### config.mk
export PLATFORM = sky130hd
export DESIGN_NAME = tribyte_reg_slave
export DESIGN_NICKNAME = d
export VERILOG_FILES = /design/src/rtl/tbrs_pkg.sv /design/src/rtl/tbrs_line_sync.sv /design/src/rtl/tbrs_frame_fsm.sv /design/src/rtl/tbrs_tmr_bank.sv /design/src/rtl/tribyte_reg_slave.sv
export SDC_FILE = /design/constraint.sdc
export NUM_CORES = 1
export LEC_CHECK = 0
export ABC_AREA = 1
export CAP_MARGIN = 20
export CORE_ASPECT_RATIO = 0.7
export CORE_MARGIN = 5
export CORE_UTILIZATION = 35
export CTS_CLUSTER_DIAMETER = 50
export CTS_CLUSTER_SIZE = 28
export DETAILED_ROUTE_END_ITERATION = 10
export SLEW_MARGIN = 15
export SYNTH_ARGS = -nofsm -noshare
export SYNTH_HDL_FRONTEND = slang
export SYNTH_SLANG_ARGS = --single-unit
### constraint.sdc
create_clock -name clk -period 3.5 [get_ports clk]
set_clock_uncertainty 0.2 [all_clocks]
set_input_delay 0.35 -clock clk [delete_from_list [all_inputs] [get_ports clk]]
set_output_delay 0.35 -clock clk [all_outputs]
set_load 0.05 [all_outputs]
### src/rtl/tbrs_pkg.sv
package tbrs_pkg;
  typedef enum logic [2:0] {
    ST_IDLE,
    ST_RX,
    ST_ACKP,
    ST_ACK,
    ST_TX,
    ST_TXEND,
    ST_DONE
  } tbrs_state_e;
endpackage

### src/rtl/tbrs_line_sync.sv
module tbrs_line_sync #(
  parameter int SYNC_STAGES = 2,
  parameter int HOLD_CYC    = 40
) (
  input  logic clk,
  input  logic rst,
  input  logic scl_in,
  input  logic sda_in,
  output logic sda_s,
  output logic scl_rise,
  output logic scl_fall,
  output logic start_det,
  output logic stop_det,
  output logic bus_clear
);
  localparam int CNT_W = $clog2(HOLD_CYC + 1);

  logic [SYNC_STAGES-1:0] scl_pipe, sda_pipe;
  logic scl_d, sda_d, scl_s;
  logic [CNT_W-1:0] low_cnt;
  logic both_low;

  always_ff @(posedge clk) begin
    if (rst) begin
      scl_pipe <= '1;
      sda_pipe <= '1;
      scl_d    <= 1'b1;
      sda_d    <= 1'b1;
    end else begin
      scl_pipe <= {scl_pipe[SYNC_STAGES-2:0], scl_in};
      sda_pipe <= {sda_pipe[SYNC_STAGES-2:0], sda_in};
      scl_d    <= scl_pipe[SYNC_STAGES-1];
      sda_d    <= sda_pipe[SYNC_STAGES-1];
    end
  end

  assign scl_s     = scl_pipe[SYNC_STAGES-1];
  assign sda_s     = sda_pipe[SYNC_STAGES-1];
  assign scl_rise  = scl_s & ~scl_d;
  assign scl_fall  = ~scl_s & scl_d;
  assign start_det = scl_s & scl_d & sda_d & ~sda_s;
  assign stop_det  = scl_s & scl_d & ~sda_d & sda_s;
  assign both_low  = ~scl_s & ~sda_s;

  // Saturating counter of cycles with both lines low; one pulse per hold.
  always_ff @(posedge clk) begin
    if (rst || !both_low) begin
      low_cnt <= '0;
    end else if (low_cnt != CNT_W'(HOLD_CYC)) begin
      low_cnt <= low_cnt + 1'b1;
    end
  end

  assign bus_clear = both_low && (low_cnt == CNT_W'(HOLD_CYC - 1));
endmodule

### src/rtl/tbrs_frame_fsm.sv
module tbrs_frame_fsm
  import tbrs_pkg::*;
#(
  parameter int ID_W      = 4,
  parameter int PAGE_W    = 3,
  parameter int WIN_PAGES = 2,
  parameter int WIN_REGS  = 8,
  parameter int IDX_W     = 4
) (
  input  logic                            clk,
  input  logic                            rst,
  input  logic [ID_W-1:0]                 id_strap,
  input  logic                            sda_s,
  input  logic                            scl_rise,
  input  logic                            scl_fall,
  input  logic                            start_det,
  input  logic                            stop_det,
  input  logic                            bus_clear,
  input  logic [ID_W+PAGE_W:0]            rd_data,
  output logic                            sda_out,
  output logic                            wr_en,
  output logic [IDX_W-1:0]                wr_idx,
  output logic [ID_W+PAGE_W:0]            wr_data,
  output logic [IDX_W-1:0]                rd_idx,
  output logic                            rd_ok,
  output tbrs_state_e                     state_o
);
  localparam int BYTE_W = ID_W + PAGE_W + 1;
  localparam int BIT_W  = $clog2(BYTE_W);
  localparam logic [BIT_W-1:0] BIT_LAST = BIT_W'(BYTE_W - 1);

  tbrs_state_e       state;
  logic [BIT_W-1:0]  bit_cnt;
  logic [1:0]        byte_idx;
  logic [BYTE_W-1:0] shreg, tx_sh, next_byte, addr_q;
  logic [PAGE_W-1:0] page_q;
  logic              rw_q;
  logic              in_window;
  logic [IDX_W-1:0]  cur_idx;

  assign next_byte = {shreg[BYTE_W-2:0], sda_s};
  assign in_window = (32'(page_q) < WIN_PAGES) && (32'(addr_q) < WIN_REGS);
  assign cur_idx   = IDX_W'(32'(page_q) * WIN_REGS + 32'(addr_q));
  assign rd_idx    = cur_idx;
  assign rd_ok     = in_window;
  assign state_o   = state;

  always_ff @(posedge clk) begin
    if (rst) begin
      state    <= ST_IDLE;
      sda_out  <= 1'b1;
      bit_cnt  <= '0;
      byte_idx <= '0;
      shreg    <= '0;
      tx_sh    <= '0;
      addr_q   <= '0;
      page_q   <= '0;
      rw_q     <= 1'b0;
      wr_en    <= 1'b0;
      wr_idx   <= '0;
      wr_data  <= '0;
    end else begin
      wr_en <= 1'b0;
      if (bus_clear || stop_det) begin
        state   <= ST_IDLE;
        sda_out <= 1'b1;
      end else if (start_det) begin
        state    <= ST_RX;
        sda_out  <= 1'b1;
        bit_cnt  <= '0;
        byte_idx <= '0;
      end else begin
        unique case (state)
          ST_RX: if (scl_rise) begin
            shreg <= next_byte;
            if (bit_cnt == BIT_LAST) begin
              bit_cnt <= '0;
              case (byte_idx)
                2'd0: begin
                  if (next_byte[BYTE_W-1 -: ID_W] == id_strap) begin
                    page_q <= next_byte[PAGE_W:1];
                    rw_q   <= next_byte[0];
                    state  <= ST_ACKP;
                  end else begin
                    state <= ST_DONE;
                  end
                end
                2'd1: begin
                  addr_q <= next_byte;
                  state  <= ST_ACKP;
                end
                default: begin
                  wr_en   <= in_window;
                  wr_idx  <= cur_idx;
                  wr_data <= next_byte;
                  state   <= ST_ACKP;
                end
              endcase
            end else begin
              bit_cnt <= bit_cnt + 1'b1;
            end
          end
          ST_ACKP: if (scl_fall) begin
            sda_out <= 1'b0;
            state   <= ST_ACK;
          end
          ST_ACK: if (scl_fall) begin
            if (byte_idx == 2'd2) begin
              sda_out <= 1'b1;
              state   <= ST_DONE;
            end else if (byte_idx == 2'd1 && rw_q) begin
              byte_idx <= 2'd2;
              state    <= ST_TX;
              sda_out  <= rd_data[BYTE_W-1];
              tx_sh    <= {rd_data[BYTE_W-2:0], 1'b0};
              bit_cnt  <= '0;
            end else begin
              byte_idx <= byte_idx + 1'b1;
              state    <= ST_RX;
              sda_out  <= 1'b1;
              bit_cnt  <= '0;
            end
          end
          ST_TX: begin
            if (scl_rise) begin
              if (bit_cnt == BIT_LAST) state <= ST_TXEND;
              else bit_cnt <= bit_cnt + 1'b1;
            end else if (scl_fall) begin
              sda_out <= tx_sh[BYTE_W-1];
              tx_sh   <= {tx_sh[BYTE_W-2:0], 1'b0};
            end
          end
          ST_TXEND: if (scl_fall) begin
            sda_out <= 1'b1;
            state   <= ST_DONE;
          end
          default: ;
        endcase
      end
    end
  end
endmodule

### src/rtl/tbrs_tmr_bank.sv
module tbrs_tmr_bank #(
  parameter int          DW      = 8,
  parameter int          REGS    = 16,
  parameter int          IDX_W   = 4,
  parameter logic [DW-1:0] RST_VAL = '0
) (
  input  logic                 clk,
  input  logic                 rst,
  input  logic                 wr_en,
  input  logic [IDX_W-1:0]     wr_idx,
  input  logic [DW-1:0]        wr_data,
  input  logic [IDX_W-1:0]     rd_idx,
  input  logic                 rd_ok,
  output logic [DW-1:0]        rd_data,
  output logic [REGS*DW-1:0]   cfg_flat,
  output logic                 copy_mismatch
);
  localparam int COPIES = 3;
  localparam int FLAT_W = REGS * DW;

  logic [COPIES-1:0][FLAT_W-1:0] copies;
  logic [FLAT_W-1:0] voted;

  for (genvar c = 0; c < COPIES; c++) begin : g_copy
    logic [FLAT_W-1:0] store_q;
    always_ff @(posedge clk) begin
      if (rst) begin
        store_q <= {REGS{RST_VAL}};
      end else if (wr_en) begin
        store_q[wr_idx*DW +: DW] <= wr_data;
      end
    end
    assign copies[c] = store_q;
  end

  assign voted = (copies[0] & copies[1]) | (copies[0] & copies[2]) |
                 (copies[1] & copies[2]);
  assign copy_mismatch = |((copies[0] ^ copies[1]) | (copies[0] ^ copies[2]));

  always_ff @(posedge clk) begin
    if (rst) begin
      cfg_flat <= {REGS{RST_VAL}};
      rd_data  <= '0;
    end else begin
      cfg_flat <= voted;
      rd_data  <= rd_ok ? voted[rd_idx*DW +: DW] : '0;
    end
  end
endmodule

### src/rtl/tribyte_reg_slave.sv
module tribyte_reg_slave
  import tbrs_pkg::*;
#(
  parameter int ID_W          = 4,
  parameter int PAGE_W        = 3,
  parameter int WIN_PAGES     = 2,
  parameter int WIN_REGS      = 8,
  parameter int SYNC_STAGES   = 2,
  parameter int BUS_CLEAR_CYC = 40,
  parameter logic [ID_W+PAGE_W:0] RST_VAL = '0
) (
  input  logic                                         clk,
  input  logic                                         rst,
  input  logic [ID_W-1:0]                              id_strap,
  input  logic                                         scl_in,
  input  logic                                         sda_m2s,
  output logic                                         sda_s2m,
  output logic [WIN_PAGES*WIN_REGS*(ID_W+PAGE_W+1)-1:0] cfg_flat
);
  localparam int BYTE_W = ID_W + PAGE_W + 1;
  localparam int REGS   = WIN_PAGES * WIN_REGS;
  localparam int IDX_W  = (REGS > 1) ? $clog2(REGS) : 1;

  logic sda_s, scl_rise, scl_fall, start_det, stop_det, bus_clear;
  logic wr_en, rd_ok, copy_mismatch;
  logic [IDX_W-1:0]  wr_idx, rd_idx;
  logic [BYTE_W-1:0] wr_data, rd_data;
  tbrs_state_e fsm_state;

  tbrs_line_sync #(
    .SYNC_STAGES(SYNC_STAGES),
    .HOLD_CYC   (BUS_CLEAR_CYC)
  ) u_sync (
    .clk      (clk),
    .rst      (rst),
    .scl_in   (scl_in),
    .sda_in   (sda_m2s),
    .sda_s    (sda_s),
    .scl_rise (scl_rise),
    .scl_fall (scl_fall),
    .start_det(start_det),
    .stop_det (stop_det),
    .bus_clear(bus_clear)
  );

  tbrs_frame_fsm #(
    .ID_W     (ID_W),
    .PAGE_W   (PAGE_W),
    .WIN_PAGES(WIN_PAGES),
    .WIN_REGS (WIN_REGS),
    .IDX_W    (IDX_W)
  ) u_fsm (
    .clk      (clk),
    .rst      (rst),
    .id_strap (id_strap),
    .sda_s    (sda_s),
    .scl_rise (scl_rise),
    .scl_fall (scl_fall),
    .start_det(start_det),
    .stop_det (stop_det),
    .bus_clear(bus_clear),
    .rd_data  (rd_data),
    .sda_out  (sda_s2m),
    .wr_en    (wr_en),
    .wr_idx   (wr_idx),
    .wr_data  (wr_data),
    .rd_idx   (rd_idx),
    .rd_ok    (rd_ok),
    .state_o  (fsm_state)
  );

  tbrs_tmr_bank #(
    .DW     (BYTE_W),
    .REGS   (REGS),
    .IDX_W  (IDX_W),
    .RST_VAL(RST_VAL)
  ) u_bank (
    .clk          (clk),
    .rst          (rst),
    .wr_en        (wr_en),
    .wr_idx       (wr_idx),
    .wr_data      (wr_data),
    .rd_idx       (rd_idx),
    .rd_ok        (rd_ok),
    .rd_data      (rd_data),
    .cfg_flat     (cfg_flat),
    .copy_mismatch(copy_mismatch)
  );
endmodule

=== Yosys cells after proc, flatten, opt, wreduce, memory -nomap -nowiden ===
Cells that the tools add are included.

* Register bits after elaboration: 581
* Latch bits: 0
* Memory bits (writable): 0
* Bits in read-only memories: 0
* Output and inout port bits: 129
* Logic and storage cells: 161
* Memories kept: 0

* Add/subtract/negate cells: 5
* Multipliers: 0
* Divide/modulo/power cells: 0
* $lt $le $gt $ge: 2
* Equal/unequal tests: 32
* Shift-type cells: 3
* Muxes and demuxes: 43
* Bitwise operators: 24
* Reduce and logical (&&, ||, !) cells: 29

{| class="wikitable"
|+ Operators with widths
! kind !! number
|-
| $and A128 B128 Y128 || 3
|-
| $bwmux W128 || 3
|-
| $or A128 B128 Y128 || 2
|-
| $shift A8 B34 Y128 const A || 1
|-
| $shiftx A128 B8 Y8 || 1
|-
| $shiftx A8 B34 Y128 || 1
|-
| $mux W3 || 18
|-
| $mux W8 || 5
|-
| $neg A7 Y34 || 1
|-
| $reduce_and A8 Y1 || 3
|-
| $ne A3 B3 Y1 const B || 7
|-
| $ne A2 B2 Y1 const B || 9
|-
| $reduce_and A6 Y1 || 3
|-
| $pmux W8 S2 || 1
|-
| $pmux W3 S5 || 1
|-
| $reduce_and A7 Y1 || 2
|-
| $not A1 Y1 || 11
|-
| $mux W2 || 5
|-
| $eq A3 B3 Y1 const B || 3
|-
| $pmux W3 S3 || 1
|-
| $and A1 B1 Y1 || 8
|-
| $lt A8 B4 Y1 const B || 1
|-
| $mux W1 || 8
|-
| $reduce_and A4 Y1 || 2
|-
| 26 further kinds || 38
|}

=== Logic depth before layout (Yosys ltp) ===
Gate-level depths: netlist (run 1).

* Word-level depth: 7
* Depth in mapped cells: 14
* Depth with buffers taken out: 11

=== Modules after synthesis ===
From an unflattened synthesis (run 1), not the netlist that was laid out.

* Cells, all modules: 1,750
* Area total of the unflattened synthesis: 13,130.1 um2

{| class="wikitable"
|+ By module, submodules not included
! module !! times used !! cells each !! area an instance (um2) !! sequential area each (um2)
|-
| tbrs_tmr_bank || 1 || 1,306 || 10,166.0 || 5,285.1
|-
| tbrs_frame_fsm || 1 || 376 || 2,449.8 || 960.9
|-
| tbrs_line_sync || 1 || 68 || 514.2 || 240.2
|}

=== Worst setup path before layout (run 1) ===
Ideal clock, no wire load.

* Kind: reg2reg
* From: register u_fsm.wr_idx[0]
* To: register u_bank.g_copy[0].store_q[112]
* Data arrival time: 2.150 ns
* Required time: 3.187 ns
* Setup slack: 1.038 ns
* Stages on the path, launching flop included: 14
* Path buffers: 3
* Period minus slack after synthesis: 2.462 ns
* Cells stage by stage: dfxtp_1 > inv_2 > buf_1 > nand2_1 > nor2_1 > ha_1 > buf_4 > nor2_1 > nand2_1 > inv_2 > nand3_2 > buf_2 > nor2_1 > nor2_1

* Cells in the longest elaborated chain, start to end: 3
* Elaborated cells on any way between the ends: 4
* Those cells by class: add/sub (1); shift (2); mux (1)

{| class="wikitable"
|+ Ends and longest elaborated chain
! what !! line !! RTL
|-
| start, declared || tbrs_frame_fsm.sv:22 || <nowiki>output logic [IDX_W-1:0] wr_idx,</nowiki>
|-
| start signal, assigned || tbrs_frame_fsm.sv:94 || <nowiki>wr_idx <= cur_idx;</nowiki>
|-
| $neg A7 Y34 * || tbrs_tmr_bank.sv:30 || <nowiki>store_q[wr_idx*DW +: DW] <= wr_data;</nowiki>
|-
| $shiftx A8 B34 Y128 / $shift A8 B34 Y128 (equally long branches) || tbrs_tmr_bank.sv:30 ||
|-
| $bwmux W128 * || tbrs_tmr_bank.sv:30 ||
|-
| end signal, assigned || tbrs_tmr_bank.sv:28 || <nowiki>store_q <= {REGS{RST_VAL}};</nowiki>
|-
| end signal, assigned by index || tbrs_tmr_bank.sv:30 ||
|-
| end, declared || tbrs_tmr_bank.sv:25 || <nowiki>logic [FLAT_W-1:0] store_q;</nowiki>
|}

Mark *: on every way between the ends. The rest lies on a longest branch, timed or not.
A chain may end at the register's enable or synchronous reset.

=== Final worst setup path (run 1) ===
* From: register u_fsm.wr_idx[0]
* To: register u_bank.g_copy[0].store_q[21]

Same word-level chain as after synthesis.

==> flow_summary.json, run 1 <==
{
  "syn_area_sq_um": 13030,
  "worstSetupStartpointType": "flip-flop",
  "overflow": 0,
  "hold_path_startpoint": "rst",
  "num_vias": 11785,
  "die_h_um": 171.4,
  "grt_pass1_wl_mm": 64.97,
  "final_common_cell": "nand2_1",
  "core_sq_um": 36980,
  "drtIter0Drc": 1122,
  "leakage_nw": 6.420,
  "pin_count": 137,
  "setup_slack_ps": 428.5,
  "worst_path_dominant_cell_family": "simple AND/OR/NAND/NOR gates",
  "crit_buf_inv": 3,
  "final-setup-viol-count": 0,
  "cts_setup_buffers": 0,
  "start_util_pct": 35.24,
  "area_delta_synth_final_pct": 22.54,
  "dpl-instance-area_sq_um": 14820,
  "std_cell_rows": 59,
  "yosysTopAreaCellShare_pct": 49.77,
  "cp.required_ps": 3850,
  "h-tree-depth": 1,
  "worst_slew_pin_slew_ps": 826.1,
  "reg2reg_from": "u_fsm.wr_idx[0]",
  "first_pass_iters": 7,
  "hold_buffers": 0,
  "die_w_um": 240.6,
  "dieArea_sq_um": 41260,
  "insertion_delay_ps": 610,
  "cp_max_fo": 15,
  "grt_pass1_vias": 11048,
  "path_depth": 10,
  "startpoint": "u_fsm.wr_idx[0]",
  "cp.arrival_ps": 3420,
  "synthTopCellsByArea": "dfxtp_1 50%, nand2_1 9.8%, nor2_1 9.4%",
  "gp_congestion": 0.9137,
  "port-buffer-count": 136,
  "cap_violations": 0,
  "combPwrFrac_pct": 5.6,
  "design_area_sq_um": 15970,
  "cts_buffers": 30,
  "finalHoldViolCount": 0,
  "worst_path_most_repeated_cell": "nand2_1",
  "cts_sinks": 324,
  "fmax_ghz": 0.3256,
  "wl_mm": 42.17,
  "worstSetupPathType": "flip-flop to flip-flop",
  "avgViaCountPerCell": 4.884,
  "layout_common_cells": "339 x nand2_1, 328 x nor2_1, 323 x dfxtp_1",
  "rsz0062_at_grt": "false",
  "critPathMaxStageDelay_ps": 710,
  "synth.avg_cell_area_sq_um": 7.256,
  "min_period_over_period_pct": 87.76,
  "cts_resized": 0,
  "power_frac_clock_pct": 46.5,
  "max_slew_margin_pct": 44.35,
  "setup-tns-final_ps": 0,
  "vdd_drop_max_v": 0.0003199,
  "p_seq_share_pct": 47.8,
  "cp-end-kind": "flip-flop",
  "reg2regPathDepth": 10,
  "synth_nets": 1815,
  "root_buffer": "clkbuf_16",
  "intPower_mw": 5.702,
  "yosys_most_used_dff": "dfxtp_1",
  "p_total_mw": 7.903,
  "powerDensity_nw_per_um2": 494.8,
  "clock_path_buffers": 3,
  "yosysUniqueCellTypes": 32,
  "antenna_found_initial": 0,
  "ant_nets": 0,
  "grt_max_degree": 67,
  "final_nets": 1920,
  "syn_inst": 1796,
  "drc_errors": 0,
  "place_hpwl_mm": 31.35,
  "swShare_pct": 27.84,
  "antenna_cells": 0,
  "clk_pin_slew_ps": 80,
  "ys_warn_count": 0,
  "ys_seq_area_share_pct": 49.77,
  "yosys.area.top_type": "dfxtp_1",
  "synthArstFlopShare_pct": 0,
  "synth-edff-count": 0,
  "dp_slack_ps": 512.3,
  "slowest_stage": "dfxtp_1",
  "min_period_ps": 3072,
  "min_path_cells": 2,
  "drv_slew": 0,
  "wl_per_cell_um": 17.48,
  "switchingPower_mw": 2.200,
  "hp-class": "primary input to flip-flop",
  "synth-seq-cells": 324,
  "status": "finished clean",
  "cp_cell_sequence": "inv_2, nand2_1, nor2_1, ha_1, nand3_2, inv_1, nand3_1, inv_1, nand2_1, nand2_1",
  "drive_above_1_share_pct": 6.494,
  "grt_use_total_pct": 20.10,
  "cts_tree": "yes"
}
-- per-layer routing --
metal | wire (um) | track usage [%] | up-vias
li1 | - | - | 5911
met1 | 20550 | 30.19 | 5475
met2 | 17610 | 29.78 | 337
met3 | 2998 | 4.023 | 62
met4 | 1010 | 4.610 | 0
met5 | 0 | 0 | -
-- area by class of cell --
class | count | area (sq um)
fill | 3760 | 21010
inverter | 221 | 832.0
multi-input combinational | 1159 | 5315
clock buffer | 30 | 750.7
tap | 488 | 610.6
clock inverter | 26 | 397.9
timing repair buffer | 165 | 1577
sequential | 324 | 6487
-- per-stage QoR --
stage	hold WS [ps]	cells	utilization, %
floorplan	189.5	1796	-
finish	52.76	2413	43.18
CTS	22.01	2413	43.18
global placement	193.9	2357	40.08
global route	53.83	2413	43.18
detailed placement	195.0	2357	40.08
-- synthesized netlist by cell type (8+ instances only) --
library cell and count:
nor4_1 8, buf_1 12, a21oi_1 125, ha_1 11, a211oi_1 12, nor2_1 328, inv_1 207, nand3_1 95
inv_2 10, o21ai_0 118, nand4_1 30, dfxtp_1 324, o21ai_1 13, buf_2 28, clkbuf_1 46, o31ai_1 15
nand2_1 339, nor3_1 32
-- registers in the layout, summed over array words and instances, names as in the netlist, 2 cells and up --
name,flops
u_fsm.state_o,3
u_fsm.addr_q,8
u_fsm.byte_idx,2
u_sync.sda_pipe,2
u_sync.scl_pipe,2
u_fsm.wr_data,8
u_bank.rd_data,8
u_fsm.tx_sh,7
u_sync.low_cnt,6
u_bank.cfg_flat,128
u_fsm.bit_cnt,3
u_fsm.page_q,3
u_fsm.wr_idx,4
u_bank.g_copy.store_q,128
u_fsm.shreg,7
-- logic make-up (layout without fill, tap and decap cells) --
group	Yosys count	count (layout)	synth area share [%]
AND/OR/NAND/NOR	859	859	27.88
flip-flops	324	324	49.77
buffers and inverters	313	442	9.505
AO/OA/AOI/OAI	283	283	11.39
adder cells (fa/ha/maj)	11	11	1.056
XOR/XNOR	6	6	0.4032
-- final timing paths --
check | endpoint | slack, ps
worst max-delay path | u_bank.g_copy[0].store_q[21] | 430
worst min-delay path | u_bank.cfg_flat[42] | 50
worst max register to register | u_bank.g_copy[0].store_q[21] | 430
worst min register to register | u_sync.sda_pipe[1] | 210
-- power by group through the flow --
stage	clock, mW	sequential, mW	combinational [mW]
floorplan	0	3.85	0.336
global placement	0	3.87	0.433
detailed placement	0	3.87	0.433
CTS	3.74	3.78	0.435
global route	3.90	3.79	0.508
finish	3.68	3.78	0.443
No activity file was read; power rests on OpenSTA's default activity.
==> inputs of run 2 (changes only) <==
--- a/config.mk
+++ b/config.mk
@@ -9,10 +9,11 @@
 export CAP_MARGIN = 20
 export CORE_ASPECT_RATIO = 0.7
 export CORE_MARGIN = 5
-export CORE_UTILIZATION = 35
+export CORE_UTILIZATION = 51
 export CTS_CLUSTER_DIAMETER = 50
 export CTS_CLUSTER_SIZE = 28
 export DETAILED_ROUTE_END_ITERATION = 10
+export PLACE_DENSITY = 0.76
 export SLEW_MARGIN = 15
 export SYNTH_ARGS = -nofsm -noshare
 export SYNTH_HDL_FRONTEND = slang
==> constraint.sdc (replaced) <==
create_clock -name clk -period 2.5 [get_ports clk]
set_clock_uncertainty 0.2 [all_clocks]
set_input_delay 0.25 -clock clk [delete_from_list [all_inputs] [get_ports clk]]
set_output_delay 0.25 -clock clk [all_outputs]
set_load 0.05 [all_outputs]
==> run 2 against run 1 <==
  * Power rose by 31%
  * Combinational power grew 41%
  * Register-to-register slack got worse by 310 ps
  * Clock power is 21% higher
  * Cell area decreased by 1.3%
  * Critical path type unchanged
  * Largest cell class unchanged
==> flow_summary.json, run 2 (same netlist as run 1, synthesis figures left out) <==
{
  "final_nets": 1931,
  "reg2regPathDepth": 9,
  "status": "finished clean",
  "finalHoldViolCount": 0,
  "drv_slew": 0,
  "final_cells": 2263,
  "min_to": "u_sync.sda_pipe[0]",
  "std_cell_rows": 49,
  "place_hpwl_mm": 29.03,
  "final-setup-viol-count": 0,
  "clk_pin_slew_ps": 80,
  "insertion_delay_ps": 560,
  "fmax_ghz": 0.4203,
  "rrSetupSlack_ps": 120,
  "fin_util_pct": 61.97,
  "gp_congestion": 1.009,
  "start_util_pct": 51.22,
  "wl_per_cell_um": 17.41,
  "overflow": 0,
  "startpoint": "u_fsm.wr_idx[1]",
  "h-tree-depth": 1,
  "leakage_nw": 6.423,
  "core_sq_um": 25440,
  "ant_nets": 0,
  "worstSetupStartpointType": "flip-flop",
  "p_total_mw": 10.39,
  "die_h_um": 143.7,
  "min_period_ps": 2379,
  "cts_sinks": 324,
  "rsz0062_at_grt": "true",
  "powerDensity_nw_per_um2": 659.0,
  "cts_buffers": 26,
  "reg2reg_from": "u_fsm.wr_idx[1]",
  "num_vias": 12192,
  "cp.arrival_ps": 2630,
  "cts_tree": "yes",
  "hp-class": "primary input to flip-flop",
  "drtIter0Drc": 1717,
  "grt_pass1_vias": 11052,
  "dieArea_sq_um": 28900,
  "drc_errors": 0,
  "worstSetupPathType": "flip-flop to flip-flop",
  "layout_common_cells": "339 x nand2_1, 326 x nor2_1, 323 x dfxtp_1",
  "antenna_found_initial": 0,
  "port-buffer-count": 136,
  "grt_max_degree": 68,
  "first_pass_iters": 6,
  "max_slew_margin_pct": 44.46,
  "min_path_cells": 2,
  "reg_top3": "u_bank.cfg_flat (128), u_bank.g_copy.store_q (128)",
  "clock_path_buffers": 3,
  "area_delta_synth_final_pct": 20.98,
  "min_period_over_period_pct": 95.17,
  "root_buffer": "clkbuf_16",
  "avgViaCountPerCell": 5.388,
  "cap_violations": 0,
  "grt_use_total_pct": 26.26,
  "dpl.cell_count": 2210,
  "rr_endpoint": "u_bank.g_copy[0].store_q[51]",
  "holdWs_ps": 58.49,
  "grt_pass1_wl_mm": 60.80,
  "wl_mm": 39.40,
  "cp-end-kind": "flip-flop",
  "pin_count": 137,
  "setup-tns-final_ps": 0,
  "die_w_um": 201.1,
  "final_common_cell": "nand2_1",
  "hold_path_startpoint": "sda_m2s",
  "worst_slew_pin_slew_ps": 824.3,
  "cp.required_ps": 2750,
  "cp_max_fo": 19,
  "drive_above_1_share_pct": 7.143,
  "antenna_cells": 0,
  "vdd_drop_max_v": 0.0004671
}
run 2: cell type report:
class	count	area, sq um
Clock buffer	28	689.4
Sequential cell	324	6487
Clock inverter	20	276.5
Multi-Input combinational cell	1159	5318
Inverter	221	839.6
Tap cell	331	414.1
Timing Repair Buffer	180	1742
Fill cell	2259	9677
run 2: critical path, cell delays in order (launching register included):
cell and delay, ps:
dfxtp_1 370, inv_1 100, ha_1 300, buf_4 170, inv_2 310, nor2_2 140, nand2_1 470, nand2_1 100
nand2_1 80, nand2_1 50
run 2: worst max-delay path by stage:
| stage | to | cells after the start |
|---|---|---|
| global route | u_bank.g_copy[0].store_q[112] | 11 |
| floorplan | u_bank.g_copy[0].store_q[112] | 13 |
| detailed placement | u_bank.g_copy[0].store_q[106] | 8 |
| finish | u_bank.g_copy[0].store_q[51] | 9 |
| CTS | u_bank.g_copy[0].store_q[106] | 8 |
| global placement | u_bank.g_copy[0].store_q[108] | 8 |
run 2: timing repair:
| action | in CTS | in global routing |
|---|---|---|
| resized for setup | 0 | 8 |
| buffers inserted | 0 | 4 |
| hold endpoints to repair | 9 | 0 |
| hold buffers | 1 | 0 |
| setup endpoints to repair | 0 | 53 |
run 2: through the flow:
step / worst slack [ps] / area, sq um
detailed placement: 140.8 / 14740
global placement: 218.3 / 14740
CTS: 112.9 / 15720
finish: 120.7 / 15770
floorplan: 37.58 / 13030
global route: -80.55 / 15770
run 2: routing by layer:
metal	wire length, um	GRT usage [%]	vias up	share of wire [%]
met4	1141	7.058	0	2.9
met2	16280	39.39	623	41
met3	4245	5.888	88	11
met5	0	0	-	0
li1	-	-	5916	-
met1	17730	38.40	5565	45
run 2: where the power goes:
group / switching [mW] / internal (mW)
clock network: 2.27 / 2.19
registers: 0.0700 / 5.23
logic: 0.433 / 0.193
total: 2.77 / 7.62
